[src/rtl/serial_regport_pkg.sv]
package serial_regport_pkg;
  localparam int ADDR_W = 5;
  localparam int DATA_W = 8;
  localparam int SPARE_W = 2;
  localparam int CMD_BITS = 1 + ADDR_W + SPARE_W;
  localparam int FRAME_BITS = CMD_BITS + DATA_W;
  localparam int CNT_W = $clog2(FRAME_BITS + 1);
endpackage

[src/rtl/srp_sync.sv]
module srp_sync #(
  parameter int WIDTH = 3,
  parameter int STAGES = 2,
  parameter logic [WIDTH-1:0] RST_VAL = '0
) (
  input  logic             clk,
  input  logic             rst_n,
  input  logic [WIDTH-1:0] d_i,
  output logic [WIDTH-1:0] q_o
);
  for (genvar b = 0; b < WIDTH; b++) begin : g_bit
    logic [STAGES-1:0] chain_q;
    always_ff @(posedge clk or negedge rst_n) begin
      if (!rst_n) chain_q <= {STAGES{RST_VAL[b]}};
      else        chain_q <= {chain_q[STAGES-2:0], d_i[b]};
    end
    assign q_o[b] = chain_q[STAGES-1];
  end
endmodule

[src/rtl/srp_regfile.sv]
module srp_regfile #(
  parameter int DEPTH = 32,
  parameter int DW = 8,
  localparam int AW = $clog2(DEPTH)
) (
  input  logic          clk,
  input  logic          rst_n,
  input  logic          we_i,
  input  logic [AW-1:0] addr_i,
  input  logic [DW-1:0] wdata_i,
  output logic [DW-1:0] rdata_o
);
  logic [DW-1:0] mem_q [DEPTH];

  always_ff @(posedge clk or negedge rst_n) begin
    if (!rst_n) begin
      for (int i = 0; i < DEPTH; i++) mem_q[i] <= '0;
    end else if (we_i) begin
      mem_q[addr_i] <= wdata_i;
    end
  end

  assign rdata_o = mem_q[addr_i];


  hold_when_idle_chk: assert property (@(posedge clk) disable iff (!rst_n)
    !we_i |=> (!$stable(addr_i) || $stable(rdata_o)));
endmodule

[src/rtl/srp_core.sv]
module srp_core
  import serial_regport_pkg::*;
(
  input  logic              clk,
  input  logic              rst_n,
  input  logic              sel_act_i,
  input  logic              rise_i,
  input  logic              fall_i,
  input  logic              sdin_i,
  input  logic [DATA_W-1:0] rdata_i,
  output logic [ADDR_W-1:0] addr_o,
  output logic              wr_en_o,
  output logic [DATA_W-1:0] wr_data_o,
  output logic              sdout_o,
  output logic              sdout_en_o
);
  localparam logic [CNT_W-1:0] LAST = CNT_W'(FRAME_BITS - 1);
  localparam logic [CNT_W-1:0] FULL = CNT_W'(FRAME_BITS);
  localparam logic [CNT_W-1:0] DSTART = CNT_W'(CMD_BITS);
  localparam logic [CNT_W-1:0] ALAST = CNT_W'(ADDR_W);

  logic [CNT_W-1:0]  cnt_q;
  logic              rd_q;
  logic [ADDR_W-1:0] addr_q;
  logic [DATA_W-1:0] wbuf_q;
  logic [DATA_W-1:0] rsh_q;
  logic              sdo_q, oe_q;
  logic              in_data, take_bit;

  assign take_bit = sel_act_i && rise_i && (cnt_q < FULL);
  assign in_data  = (cnt_q >= DSTART) && (cnt_q < FULL);

  always_ff @(posedge clk or negedge rst_n) begin
    if (!rst_n) begin
      cnt_q  <= '0;
      rd_q   <= 1'b0;
      addr_q <= '0;
      wbuf_q <= '0;
      rsh_q  <= '0;
      sdo_q  <= 1'b0;
      oe_q   <= 1'b0;
    end else if (!sel_act_i) begin
      cnt_q <= '0;
      rd_q  <= 1'b0;
      oe_q  <= 1'b0;
    end else begin
      if (take_bit) begin
        cnt_q <= cnt_q + 1'b1;
        if (cnt_q == '0) rd_q <= sdin_i;
        else if (cnt_q <= ALAST) addr_q <= {sdin_i, addr_q[ADDR_W-1:1]};
        else if (cnt_q >= DSTART) wbuf_q <= {sdin_i, wbuf_q[DATA_W-1:1]};
      end
      if (fall_i && rd_q && in_data) begin
        oe_q <= 1'b1;
        if (cnt_q == DSTART) begin
          sdo_q <= rdata_i[0];
          rsh_q <= rdata_i >> 1;
        end else begin
          sdo_q <= rsh_q[0];
          rsh_q <= rsh_q >> 1;
        end
      end
    end
  end

  assign addr_o     = addr_q;
  assign wr_en_o    = take_bit && (cnt_q == LAST) && !rd_q;
  assign wr_data_o  = {sdin_i, wbuf_q[DATA_W-1:1]};
  assign sdout_o    = sdo_q;
  assign sdout_en_o = oe_q;


  oe_idle_chk: assert property (@(posedge clk) disable iff (!rst_n)
    !sel_act_i |=> !sdout_en_o);

  oe_read_only_chk: assert property (@(posedge clk) disable iff (!rst_n)
    sdout_en_o |-> rd_q);

  cnt_bound_chk: assert property (@(posedge clk) disable iff (!rst_n)
    cnt_q <= FULL);

  cnt_clear_chk: assert property (@(posedge clk) disable iff (!rst_n)
    !sel_act_i |=> (cnt_q == '0));

  wr_dir_chk: assert property (@(posedge clk) disable iff (!rst_n)
    wr_en_o |-> (sel_act_i && !rd_q && rise_i));
endmodule

[src/rtl/serial_regport.sv]
module serial_regport
  import serial_regport_pkg::*;
(
  input  logic clk,
  input  logic rst_n,
  input  logic sel_n_i,
  input  logic sclk_i,
  input  logic sdin_i,
  output logic sdout_o,
  output logic sdout_en_o
);
  logic [2:0]        sync_q;
  logic              sck_d_q;
  logic              rise, fall;
  logic [ADDR_W-1:0] addr;
  logic              wr_en;
  logic [DATA_W-1:0] wr_data, rdata;

  srp_sync #(.WIDTH(3), .STAGES(2), .RST_VAL(3'b100)) i_sync (
    .clk(clk), .rst_n(rst_n),
    .d_i({sel_n_i, sclk_i, sdin_i}),
    .q_o(sync_q)
  );

  always_ff @(posedge clk or negedge rst_n) begin
    if (!rst_n) sck_d_q <= 1'b0;
    else        sck_d_q <= sync_q[1];
  end

  assign rise = sync_q[1] && !sck_d_q;
  assign fall = !sync_q[1] && sck_d_q;

  srp_core i_core (
    .clk(clk), .rst_n(rst_n),
    .sel_act_i(!sync_q[2]),
    .rise_i(rise), .fall_i(fall),
    .sdin_i(sync_q[0]),
    .rdata_i(rdata),
    .addr_o(addr),
    .wr_en_o(wr_en),
    .wr_data_o(wr_data),
    .sdout_o(sdout_o),
    .sdout_en_o(sdout_en_o)
  );

  srp_regfile #(.DEPTH(1 << ADDR_W), .DW(DATA_W)) i_regs (
    .clk(clk), .rst_n(rst_n),
    .we_i(wr_en),
    .addr_i(addr),
    .wdata_i(wr_data),
    .rdata_o(rdata)
  );
endmodule

[config.mk]
export PLATFORM = sky130hd
export DESIGN_NAME = serial_regport
export DESIGN_NICKNAME = d
export VERILOG_FILES = /design/src/rtl/serial_regport_pkg.sv /design/src/rtl/srp_sync.sv /design/src/rtl/srp_regfile.sv /design/src/rtl/srp_core.sv /design/src/rtl/serial_regport.sv
export SDC_FILE = /design/constraint.sdc
export NUM_CORES = 1
export LEC_CHECK = 0
export BUFFER_PORTS_ARGS = -buffer_cell sky130_fd_sc_hd__buf_2
export CAP_MARGIN = 20
export CORE_UTILIZATION = 40
export CTS_BUF_LIST = sky130_fd_sc_hd__clkbuf_4
export CTS_CLUSTER_DIAMETER = 80
export DETAILED_ROUTE_END_ITERATION = 7
export SLEW_MARGIN = 25
export SYNTH_ARGS = -nofsm -noshare
export SYNTH_HDL_FRONTEND = slang
export SYNTH_SLANG_ARGS = --single-unit
[constraint.sdc]
create_clock -name clk -period 6.59 [get_ports clk]
set_input_delay 0.9885 -clock clk [delete_from_list [all_inputs] [get_ports clk]]
set_output_delay 0.9885 -clock clk [all_outputs]
set_load 0.01 [all_outputs]
==> metrics, run 1 <==
status complete, no violations; Crit. End Element flop; Hold Path Class in -> async; drt wl/cell about 21 um; r2r worst-path depth 6; library cells used by synthesis 54; Multi-input gate area between 0.005 and 0.006 mm2; routed vias/inst 5.39; Worst Setup Start Kind flop; Setup Crit Path Kind reg -> reg; Die Wd about 190 um; first-pass GRT wire length 50000 um; WL final around 31000 um; Clock Skews 0.0383 ns; vias in the first global route 8664; GRT Util Overall 0.193; initial core utilization 0.410; initial antenna violation count 1; Main synth FF type dfrtp_1; clk root buf clkbuf_4; Post-Syn Area around 0.013 mm2; Yosys reg bits between 200 and 300; Worst Max-Slew Pin Slew between 0.9 and 1 ns; setup_tns 0 ns; post-synth top area share 0.536; fin nets approximately 1.0k; setup repair bufs after CTS 0; share of cells above drive strength 1 0.427; Seq/Total Area, Yosys 0.540; Die H roughly 190 um; arrival time worst endpoint roughly 3.8 ns; buffers added on ports 6; router iterations before antenna repair 5; Seq. cell area about 0.0073 mm2; DRC 0; Slew Viols, Final 0; Num CTS Buffers 76; routability-driven placement congestion ratio roughly 0.77; initial drt markers 462; Peak supply drop between 0.1 and 0.15 mV; Max-Cap Viols 0; CP Max Fanout 53; Post-Syn Area per Cell roughly 14 um2; dominant cell type by area after synthesis dfrtp_1; top cells by count, synth dfrtp_1 (288), mux2_2 (251), mux2i_1 (100), nor2_1 (47), clkbuf_1 (41); post-DP HPWL 19000 um; H-tree lvl count 3; # IOs 7; via count 8112; CTS max path bufs 3; Final setup viols 0; Synth-to-Final Area Change 9.96%; post-CTS sizing 0; Hold Buf Count CTS 0; Leakage 6.82 nW; Site Rows between 60 and 70; number of antenna-violating nets in the routed design 0; period utilisation layout 0.486; Power Density between 200 and 250 mW/mm2; Synth area leaders dfrtp_1 (54%), mux2_2 (21%), mux2i_1 (7.4%); core region area 0.0328 mm2; Clock Pin Slew Worst Setup and Hold Paths approximately 0.070 ns; Fillers between 3k and 4k; count leader, synth dfrtp_1; Clk Latency, worst-skew pair ~0.7 ns; Final Hold Fails 0; post-route insts no fill between 1.5k and 2k; Max Freq 0.312 GHz; largest net degree at the start of global routing ~170; Worst EP required ~7 ns; Slew headroom 0.342; Die Area about 0.034 mm2; clock sinks 290; cell count after synthesis about 980; unrepaired setup endpoints after global routing false; Net Count, Synth between 900 and 1k; Synth async-reset ratio 1.00; EDFF count, synth 0; Period minus WS final ~3.2 ns; CTS tree built; cell count after placement approximately 1.4k; warnings from Yosys 0; gr ovfl total 0
path summary, 6_finish.rpt:
kind | start | to | slack, ns
min reg2reg | i_sync.g_bit[2].chain_q[0] | i_sync.g_bit[2].chain_q[1] | 0.35
min | rst_n | i_regs.mem_q[14] | 0.15
max | i_core.addr_o[0] | i_core.rsh_q[3] | 3.39
max in group asynchronous | rst_n | i_regs.mem_q[162] | 5.20
min in group clk | i_sync.g_bit[2].chain_q[0] | i_sync.g_bit[2].chain_q[1] | 0.35
max reg2reg | i_core.addr_o[0] | i_core.rsh_q[3] | 3.39
critical path, cell delays in order (launching register included):
cell       delay [ns]
dfrtp_4          0.99
buf_4            0.83
mux2i_1          0.28
o22ai_1          0.12
nor2_1           0.20
o2111ai_1        0.30
o21a_1           0.27
area by class of cell:
cell class / count / share of cell area
Sequential cell: 290 / 0.491
Multi-Input combinational cell: 619 / 0.395
Clock buffer: 111 / 0.0564
Tap cell: 442 / 0.0374
Timing Repair Buffer: 22 / 0.0144
Clock inverter: 12 / 0.00313
Inverter: 7 / 0.00178
Antenna cell: 1 / 0.000169
registers in the layout (all words and copies together), names as in the netlist:
signal,flops
i_core.addr_o,5
i_core.rd_q,1
i_sync.g_bit.chain_q,6
i_core.sdout_en_o,1
i_core.sdout_o,1
i_core.cnt_q,5
i_regs.mem_q,256
i_core.rsh_q,7
sck_d_q,1
i_core.wbuf_q,7
per-layer routing:
metal	vias up	wire length [um]	GRT usage
li1	3686	-	-
met1	4224	15000	0.268
met2	142	14400	0.293
met3	60	1170	0.0423
met4	0	737	0.0744
met5	-	0	0
report_power, final:
group	internal [mW]	leakage, nW	switching (mW)
sequential	1.79	4.03	0.0284
clock	0.762	0.535	0.708
combinational	0.0558	2.25	0.153
total	2.61	6.82	0.889
per-stage QoR:
stage | hold WS (ns) | setup slack [ns] | area [um2] | util | power, mW
4_1_cts | 0.334 | 3.28 | 14700 | 0.449 | 3.55
6_report | 0.147 | 3.39 | 14800 | 0.451 | 3.50
3_5_place_dp | 0.347 | 3.32 | 13800 | 0.422 | 2.05
5_1_grt | 0.136 | 3.16 | 14800 | 0.451 | 3.67
2_1_floorplan | 0.331 | 4.28 | 13400 | - | 1.96
3_3_place_gp | 0.339 | 3.33 | 13800 | 0.422 | 2.05
layout by cell type, fill, tap and decap left out, types with 13 or more instances in the layout:
cell type / count
mux2_2: 251
dfrtp_1: 287
mux4_2: 15
mux2_4: 16
o22ai_1: 20
clkbuf_4: 111
a22oi_1: 18
buf_4: 13
mux2i_1: 100
nand3_1: 16
nand2_1: 23
nor2_2: 20
nor2_1: 47
logic make-up (layout without fill, tap and decap cells):
logic type	after synthesis	after routing	synth area share
flops	290	290	0.540
simple gates	156	156	0.0634
buf+inv	74	152	0.0254
compound gates	74	74	0.0377
fa+ha+maj	4	4	0.00372
mux	382	382	0.328
other cells	0	1	0
xor+xnor	3	3	0.00196
Note: power is estimated with default switching activity, not from simulation.
==> inputs of run 2 (changes only) <==
--- a/config.mk
+++ b/config.mk
@@ -5,6 +5,7 @@
 export SDC_FILE = /design/constraint.sdc
 export NUM_CORES = 1
 export LEC_CHECK = 0
+export ABC_AREA = 1
 export BUFFER_PORTS_ARGS = -buffer_cell sky130_fd_sc_hd__buf_2
 export CAP_MARGIN = 20
 export CORE_UTILIZATION = 40
==> constraint.sdc (replaced) <==
create_clock -name clk -period 2.8 [get_ports clk]
set_input_delay 0.42 -clock clk [delete_from_list [all_inputs] [get_ports clk]]
set_output_delay 0.42 -clock clk [all_outputs]
set_load 0.01 [all_outputs]
==> run 2 against run 1 <==
Effect of this change: sequential cell count is the same; clock skew grew 0.014 ns; combinational power grew 83%; register-to-register slack lost 3.3 ns; sequential power grew 130%; largest cell class unchanged.
==> metrics, run 2 <==
commonest non-fill, non-tap cell in the layout nand2_1 (was dfrtp_1); GRT Util Overall 0.226 (was 0.193); Setup Crit Path Kind reg -> reg (unchanged); reg-to-reg slack, setup 0.06 ns (was 3.39 ns); Net Count, Synth 1792 (was 992); number of antenna-violating nets in the routed design 0 (unchanged); largest net degree at the start of global routing 94 (was 168); multiplexer share of the synthesized area 0 (was 0.328); arrival time worst endpoint 3.27 ns (was 3.79 ns); top cells by count, synth nand2_1 (914), dfrtp_1 (288), o21ai_0 (213), nor2_1 (78), clkbuf_1 (74) (was dfrtp_1 (288), mux2_2 (251), mux2i_1 (100), nor2_1 (47), clkbuf_1 (41)); clk root buf clkbuf_4 (unchanged); worst reg2reg startpoint i_core.cnt_q[0] (was i_core.addr_o[0]); # IOs 7 (unchanged); cell count after synthesis 1783 (was 983); Power Density 568 mW/mm2 (was 237 mW/mm2); gr ovfl total 0 (unchanged); area share of and/or/nand/nor cells after synthesis 0.306 (was 0.0634); setup repair bufs after CTS 0 (unchanged); Seq/Total Area, Yosys 0.542 (was 0.540); via count 11.4k (was 8112); Worst Max-Slew Pin Slew 0.905 ns (was 0.987 ns); Crit. End Element flop (unchanged); Die Wd 185 um (about the same); Core Util, Final 0.459 (was 0.451); Leakage 7.63 nW (was 6.82 nW); Slew Viols, Final 0 (unchanged); status complete, no violations (unchanged); Synth async-reset ratio 1.00 (unchanged); share of cells above drive strength 1 0.0984 (was 0.427); WL final 36600 um (was 31300 um); post-synth top area share 0.538 (was 0.536); CTS max path bufs 3 (unchanged); router iterations before antenna repair 5 (unchanged); Final Hold Fails 0 (unchanged); Synth area leaders dfrtp_1 (54%), nand2_1 (26%), o21ai_0 (8.0%) (was dfrtp_1 (54%), mux2_2 (21%), mux2i_1 (7.4%)); Multi-input gate area 0.00551 mm2 (was 0.00584 mm2); Worst EP required 3.33 ns (was 7.18 ns); largest register by flop count i_regs.mem_q (unchanged); uppermost layer routed met4 (unchanged); warnings from Yosys 0 (unchanged); H-tree lvl count 3 (unchanged); Largest register FFs 256 (unchanged); Final setup viols 0 (unchanged); biggest regs i_regs.mem_q (256), i_core.rsh_q (7), i_core.wbuf_q (7) (unchanged); Worst Setup Start Kind flop (unchanged); routability-driven placement congestion ratio 0.871 (was 0.771); setup_tns 0 ns (unchanged); Max-Cap Viols 0 (unchanged); drt wl/cell 15.9 um (was 20.8 um); Die Area 0.0342 mm2 (was 0.0343 mm2); DRC 0 (unchanged); Worst Setup SP i_core.cnt_q[0] (was i_core.addr_o[0]); Site Rows 66 (unchanged); clock sinks 290 (unchanged); most frequent cells in the layout nand2_1 (914), dfrtp_1 (286), o21ai_0 (213) (was dfrtp_1 (287), mux2_2 (251), clkbuf_4 (111)); first-pass GRT wire length 59900 um (was 50000 um); Post-Synth Adder-Cell Area 0.00373 (was 0.00372); Main synth FF type dfrtp_1 (unchanged); initial antenna violation count 1 (unchanged); DRT met1 WL 17100 um (was 15000 um); core region area 0.0328 mm2 (unchanged); Post-Syn Area per Cell 7.52 um2 (was 13.7 um2); library cells used by synthesis 22 (was 54); Peak supply drop 0.306 mV (was 0.106 mV); buffers added on ports 6 (unchanged); initial core utilization 0.409 (was 0.410); fin nets 1817 (was 1025); CP Max Fanout 15 (was 53); Synth-to-Final Area Change 12.2% (was 9.96%); Period minus WS final 2.74 ns (was 3.20 ns); EDFF count, synth 0 (unchanged); Fillers 3372 (was 3038); initial drt markers 748 (was 462); Clock Pin Slew Worst Setup and Hold Paths 0.07 ns (about the same); Clk Latency, worst-skew pair 0.72 ns (was 0.70 ns); Compound-Gate Fraction of Synth Area 0.101 (was 0.0377); xor and xnor area share after synthesis 0.000653 (was 0.00195); r2r worst-path depth 11 (was 6); vias in the first global route 11.2k (was 8664); DR WL met2 17000 um (was 14400 um); Setup crit end i_regs.mem_q[84] (was i_core.rsh_q[3]); Die H 185 um (about the same); Yosys reg bits 290 (unchanged); Num CTS Buffers 80 (was 76); largest family of logic cells by synthesized area simple AND/OR/NAND/NOR gates (was multiplexers); post-DP HPWL 22400 um (was 19000 um); Hold Path Class in -> async (unchanged); RR Endpoint i_regs.mem_q[84] (was i_core.rsh_q[3]); unrepaired setup endpoints after global routing true (was false); Clock Skews 0.0528 ns (was 0.0383 ns); CTS tree built (unchanged); hold_ws 0.321 ns (was 0.147 ns); dominant cell type by area after synthesis dfrtp_1 (unchanged); routed vias/inst 4.96 (was 5.39); Max Freq 0.365 GHz (was 0.312 GHz); Seq. cell area 0.00726 mm2 (about the same); Post-Syn Area 0.0134 mm2 (about the same); period utilisation layout 0.979 (was 0.486); count leader, synth nand2_1 (was dfrtp_1); WL met3 1690 um (was 1170 um); Slew headroom 0.396 (was 0.342)
run 2: cell count changes after synthesis, moves of 31 or more:
cell / previous run / this run
clkbuf_1: 41 / 74
mux2_2: 251 / 0
a21oi_1: 8 / 55
nand3_1: 16 / 51
inv_1: 6 / 45
nor2_1: 47 / 78
mux2i_1: 100 / 0
o21ai_0: 7 / 213
nand2_1: 23 / 914
run 2: kinds of logic (layout without fill, tap and decap cells):
group / after synthesis / after routing
buf+inv: 157 / 234
simple gates: 1061 / 1061
flops: 290 / 290
other cells: 0 / 1
xor+xnor: 1 / 1
compound gates: 270 / 270
fa+ha+maj: 4 / 4
run 2: per-stage QoR:
| step | worst slack (ns) | instances | power (mW) | instance area [um2] |
|---|---|---|---|---|
| 5_1_grt | -0.0930 | 2303 | 8.92 | 15000 |
| 3_5_place_dp | 0.131 | 2164 | 4.70 | 14000 |
| 6_report | 0.0581 | 2303 | 8.55 | 15000 |
| 4_1_cts | 0.104 | 2302 | 8.66 | 15000 |
| 3_3_place_gp | 0.217 | 2164 | 4.69 | 14000 |
| 2_1_floorplan | 0.803 | 1783 | 4.48 | 13400 |
run 2: power by group:
group / switching (mW) / total, mW / internal [mW]
clock: 1.75 / 3.92 / 2.17
combinational: 0.307 / 0.381 / 0.0746
sequential: 0.0315 / 4.24 / 4.21
total: 2.09 / 8.55 / 6.46
run 2: layout make-up:
class / instances / area share
well taps: 442 / 0.0368
diodes: 1 / 0.000166
clock inverters: 17 / 0.00974
inverters: 48 / 0.0121
flip-flops and latches: 290 / 0.483
repair buffers: 52 / 0.0330
clock buffers: 117 / 0.0584
multi-input cells: 1336 / 0.367
run 2: what timing repair did:
action	in CTS	in global routing
endpoints found under the hold margin	72	0
gates resized for setup	0	0
setup endpoints to repair	0	20
hold buffers	4	0
run 2: worst min path at each step:
stage | cells past startpoint | from | end
final | 2 | rst_n | i_regs.mem_q[163]
after global placement | 0 | i_sync.g_bit[1].chain_q[0] | i_sync.g_bit[1].chain_q[1]
after CTS | 2 | rst_n | i_regs.mem_q[87]
after detailed placement | 0 | i_sync.g_bit[0].chain_q[0] | i_sync.g_bit[0].chain_q[1]
after global routing | 2 | rst_n | i_regs.mem_q[87]
after floorplan | 0 | rst_n | i_core.addr_o[0]
run 2: critical path, cell delays in order (launching register included):
cell	delay [ns]
dfrtp_1	0.44
ha_1	0.22
nand2_1	0.07
nor2_1	0.09
ha_1	0.15
nand2_1	0.06
nor2_2	0.20
nand2_1	0.15
inv_1	0.48
nand2_1	0.46
nand2_1	0.17
o21ai_0	0.11
run 2: layer usage:
metal / vias to the layer above / global-route usage
met3: 51 / 0.0409
li1: 5681 / -
met5: - / 0
met2: 260 / 0.366
met4: 0 / 0.0810
met1: 5438 / 0.302
==> inputs of run 3 (changes only) <==
--- a/config.mk
+++ b/config.mk
@@ -6,12 +6,12 @@
 export NUM_CORES = 1
 export LEC_CHECK = 0
 export ABC_AREA = 1
-export BUFFER_PORTS_ARGS = -buffer_cell sky130_fd_sc_hd__buf_2
 export CAP_MARGIN = 20
 export CORE_UTILIZATION = 40
 export CTS_BUF_LIST = sky130_fd_sc_hd__clkbuf_4
 export CTS_CLUSTER_DIAMETER = 80
 export DETAILED_ROUTE_END_ITERATION = 7
+export DONT_BUFFER_PORTS = 1
 export SLEW_MARGIN = 25
 export SYNTH_ARGS = -nofsm -noshare
 export SYNTH_HDL_FRONTEND = slang
==> run 3 against run 2 <==
Effect of this change: the run now ends with hold timing left; clock skew increased by 0.030 ns; count of clock-buffer cells in the layout increased by 9; utilization decreased by 0.28 points; non-clock buffer count decreased by 9; design area decreased by 0.62%; largest cell class unchanged; highest routed layer unchanged.
==> metrics, run 3 (synthesized netlist as in run 2, its figures left out) <==
Final Hold Fails 288 (was 0); setup repair bufs after CTS 0 (unchanged); Slew Viols, Final 0 (unchanged); most frequent cells in the layout nand2_1 (914), dfrtp_1 (286), o21ai_0 (213) (unchanged); most used cell, CP nand2_1 (unchanged); Worst Setup Start Kind flop (unchanged); largest net degree at the start of global routing 291 (was 94); initial drt markers 777 (was 748); post-route insts no fill 2302 (was 2303); share of cells above drive strength 1 0.0995 (was 0.0984); Site Rows 66 (unchanged); Worst path max stage delay 0.43 ns (was 0.48 ns); CTS max path bufs 3 (unchanged); core region area 0.0328 mm2 (unchanged); Die H 185 um (unchanged); clk root buf clkbuf_4 (unchanged); gr ovfl total 0 (unchanged); Final setup viols 0 (unchanged); cell count after placement 2156 (was 2164); CP Max Fanout 15 (unchanged); setup_tns 0 ns (unchanged); crit-path cells ha_1, nand2_1, nor2_1, ha_1, nand2_1, nor2_2, inv_1, nor2_4, nand2_1, nand2_1, o21ai_0 (was ha_1, nand2_1, nor2_1, ha_1, nand2_1, nor2_2, nand2_1, inv_1, nand2_1, nand2_1, o21ai_0); Die Wd 185 um (unchanged); Setup Crit Path Kind reg -> reg (unchanged); Hold Path Class in -> async (unchanged); commonest non-fill, non-tap cell in the layout nand2_1 (unchanged); arrival time worst endpoint 3.06 ns (was 3.27 ns); Slew headroom 0.311 (was 0.396); buffers added on ports 0 (was 6); Hold Buf Count CTS 3 (was 4); CP Buf/Inv Count 1 (unchanged); CTS tree built (unchanged); routed vias/inst 4.92 (was 4.96); Leakage 7.59 nW (was 7.63 nW); status complete, but fails checks (was complete, no violations); router iterations before antenna repair 7 (was 5); Worst EP required 3.32 ns (was 3.33 ns); initial antenna violation count 1 (unchanged); Worst Setup SP i_core.cnt_q[0] (unchanged); crit-path leading delay family simple AND/OR/NAND/NOR gates (unchanged); post-CTS sizing 0 (unchanged); DRC 0 (unchanged); # IOs 7 (unchanged); largest register by flop count i_regs.mem_q (unchanged); GRT Util Overall 0.221 (was 0.226); Largest register FFs 256 (unchanged); Power Density 571 mW/mm2 (was 568 mW/mm2); Clock Skews 0.0823 ns (was 0.0528 ns); hold_ws -0.593 ns (was 0.321 ns); post-DP HPWL 21400 um (was 22400 um); Die Area 0.0342 mm2 (unchanged); Max-Cap Viols 0 (unchanged); Peak supply drop 0.217 mV (was 0.306 mV); Crit. End Element flop (unchanged); unrepaired setup endpoints after global routing false (was true); initial core utilization 0.409 (unchanged); Clk Latency, worst-skew pair 0.74 ns (was 0.72 ns); Worst Max-Slew Pin Slew 1.03 ns (was 0.905 ns); Max Freq 0.393 GHz (was 0.365 GHz); WL final 35700 um (was 36600 um); Period minus WS final 2.55 ns (was 2.74 ns); clock sinks 290 (unchanged); Synth-to-Final Area Change 11.5% (was 12.2%); first-pass GRT wire length 58500 um (was 59900 um); fin nets 1809 (was 1817); drt wl/cell 15.5 um (was 15.9 um); vias in the first global route 11.0k (was 11.2k); biggest regs i_regs.mem_q (256), i_core.rsh_q (7), i_core.wbuf_q (7) (unchanged); failing checks hold timing; Slowest cell on crit path dfrtp_1 (was inv_1); Num CTS Buffers 81 (was 80); Clock Pin Slew Worst Setup and Hold Paths 0.06 ns (was 0.07 ns); via count 11.3k (was 11.4k); number of antenna-violating nets in the routed design 0 (unchanged); worst reg2reg startpoint i_core.cnt_q[0] (unchanged); period utilisation layout 0.909 (was 0.979); routability-driven placement congestion ratio 0.882 (was 0.871); H-tree lvl count 3 (unchanged)
==> run 3: changes by cell type in the layout (fill, tap and decap cells not counted), sizes merged <==
cell / delta
clkinv: -1
bufinv: -1
clkbuf: +9
buf: -8
inv: +1
dlygate4sd3: -1
==> run 3: area by class of cell <==
| type | count | area [um2] |
|---|---|---|
| clock buffers | 126 | 946 |
| diodes | 1 | 2.50 |
| repair buffers | 43 | 355 |
| fillers | 3403 | 17800 |
| multi-input cells | 1336 | 5510 |
| flip-flops and latches | 290 | 7260 |
| inverters | 48 | 181 |
| well taps | 442 | 553 |
| clock inverters | 16 | 126 |
==> run 3: worst reg2reg max path: cells and delay by family (launching register included) <==
kind,cells,cell delay (ns)
compound gates,1,0.10
fa+ha+maj,2,0.36
buf+inv,1,0.13
flops,1,0.43
simple gates,7,1.35
==> run 3: path summary, 6_finish.rpt <==
path	endpoint	cells past startpoint	slack, ns
hold / removal	i_regs.mem_q[74]	0	-0.59
setup / recovery	i_regs.mem_q[195]	11	0.25
min in group clk	i_sync.g_bit[0].chain_q[0]	1	0.25
hold reg to reg	i_sync.g_bit[1].chain_q[1]	0	0.36
max in group asynchronous	i_core.addr_o[1]	0	2.46
setup reg to reg	i_regs.mem_q[195]	11	0.25
==> run 3: power by group <==
| group | internal, mW | total, mW | switching, mW |
|---|---|---|---|
| Combinational | 0.0612 | 0.277 | 0.216 |
| Sequential | 4.21 | 4.24 | 0.0305 |
| Clock | 2.22 | 4.02 | 1.80 |
==> run 3: layer usage <==
layer | vias up | part of all wire | GRT usage
met5 | - | 0 | 0
met4 | 0 | 0.035 | 0.0988
met3 | 90 | 0.057 | 0.0409
met2 | 281 | 0.45 | 0.346
met1 | 5280 | 0.46 | 0.297
li1 | 5677 | - | -
==> run 3: metrics by stage <==
step | power [mW] | util | instance area [um2] | setup slack (ns) | hold WS, ns
floorplan | 4.48 | - | 13400 | 0.803 | 0.124
global placement | 4.59 | 0.422 | 13800 | 0.287 | 0.144
detailed placement | 4.59 | 0.422 | 13800 | 0.247 | 0.143
CTS | 8.65 | 0.456 | 14900 | 0.212 | -0.645
global route | 8.91 | 0.456 | 14900 | 0.0294 | -0.650
finish | 8.54 | 0.456 | 14900 | 0.254 | -0.593
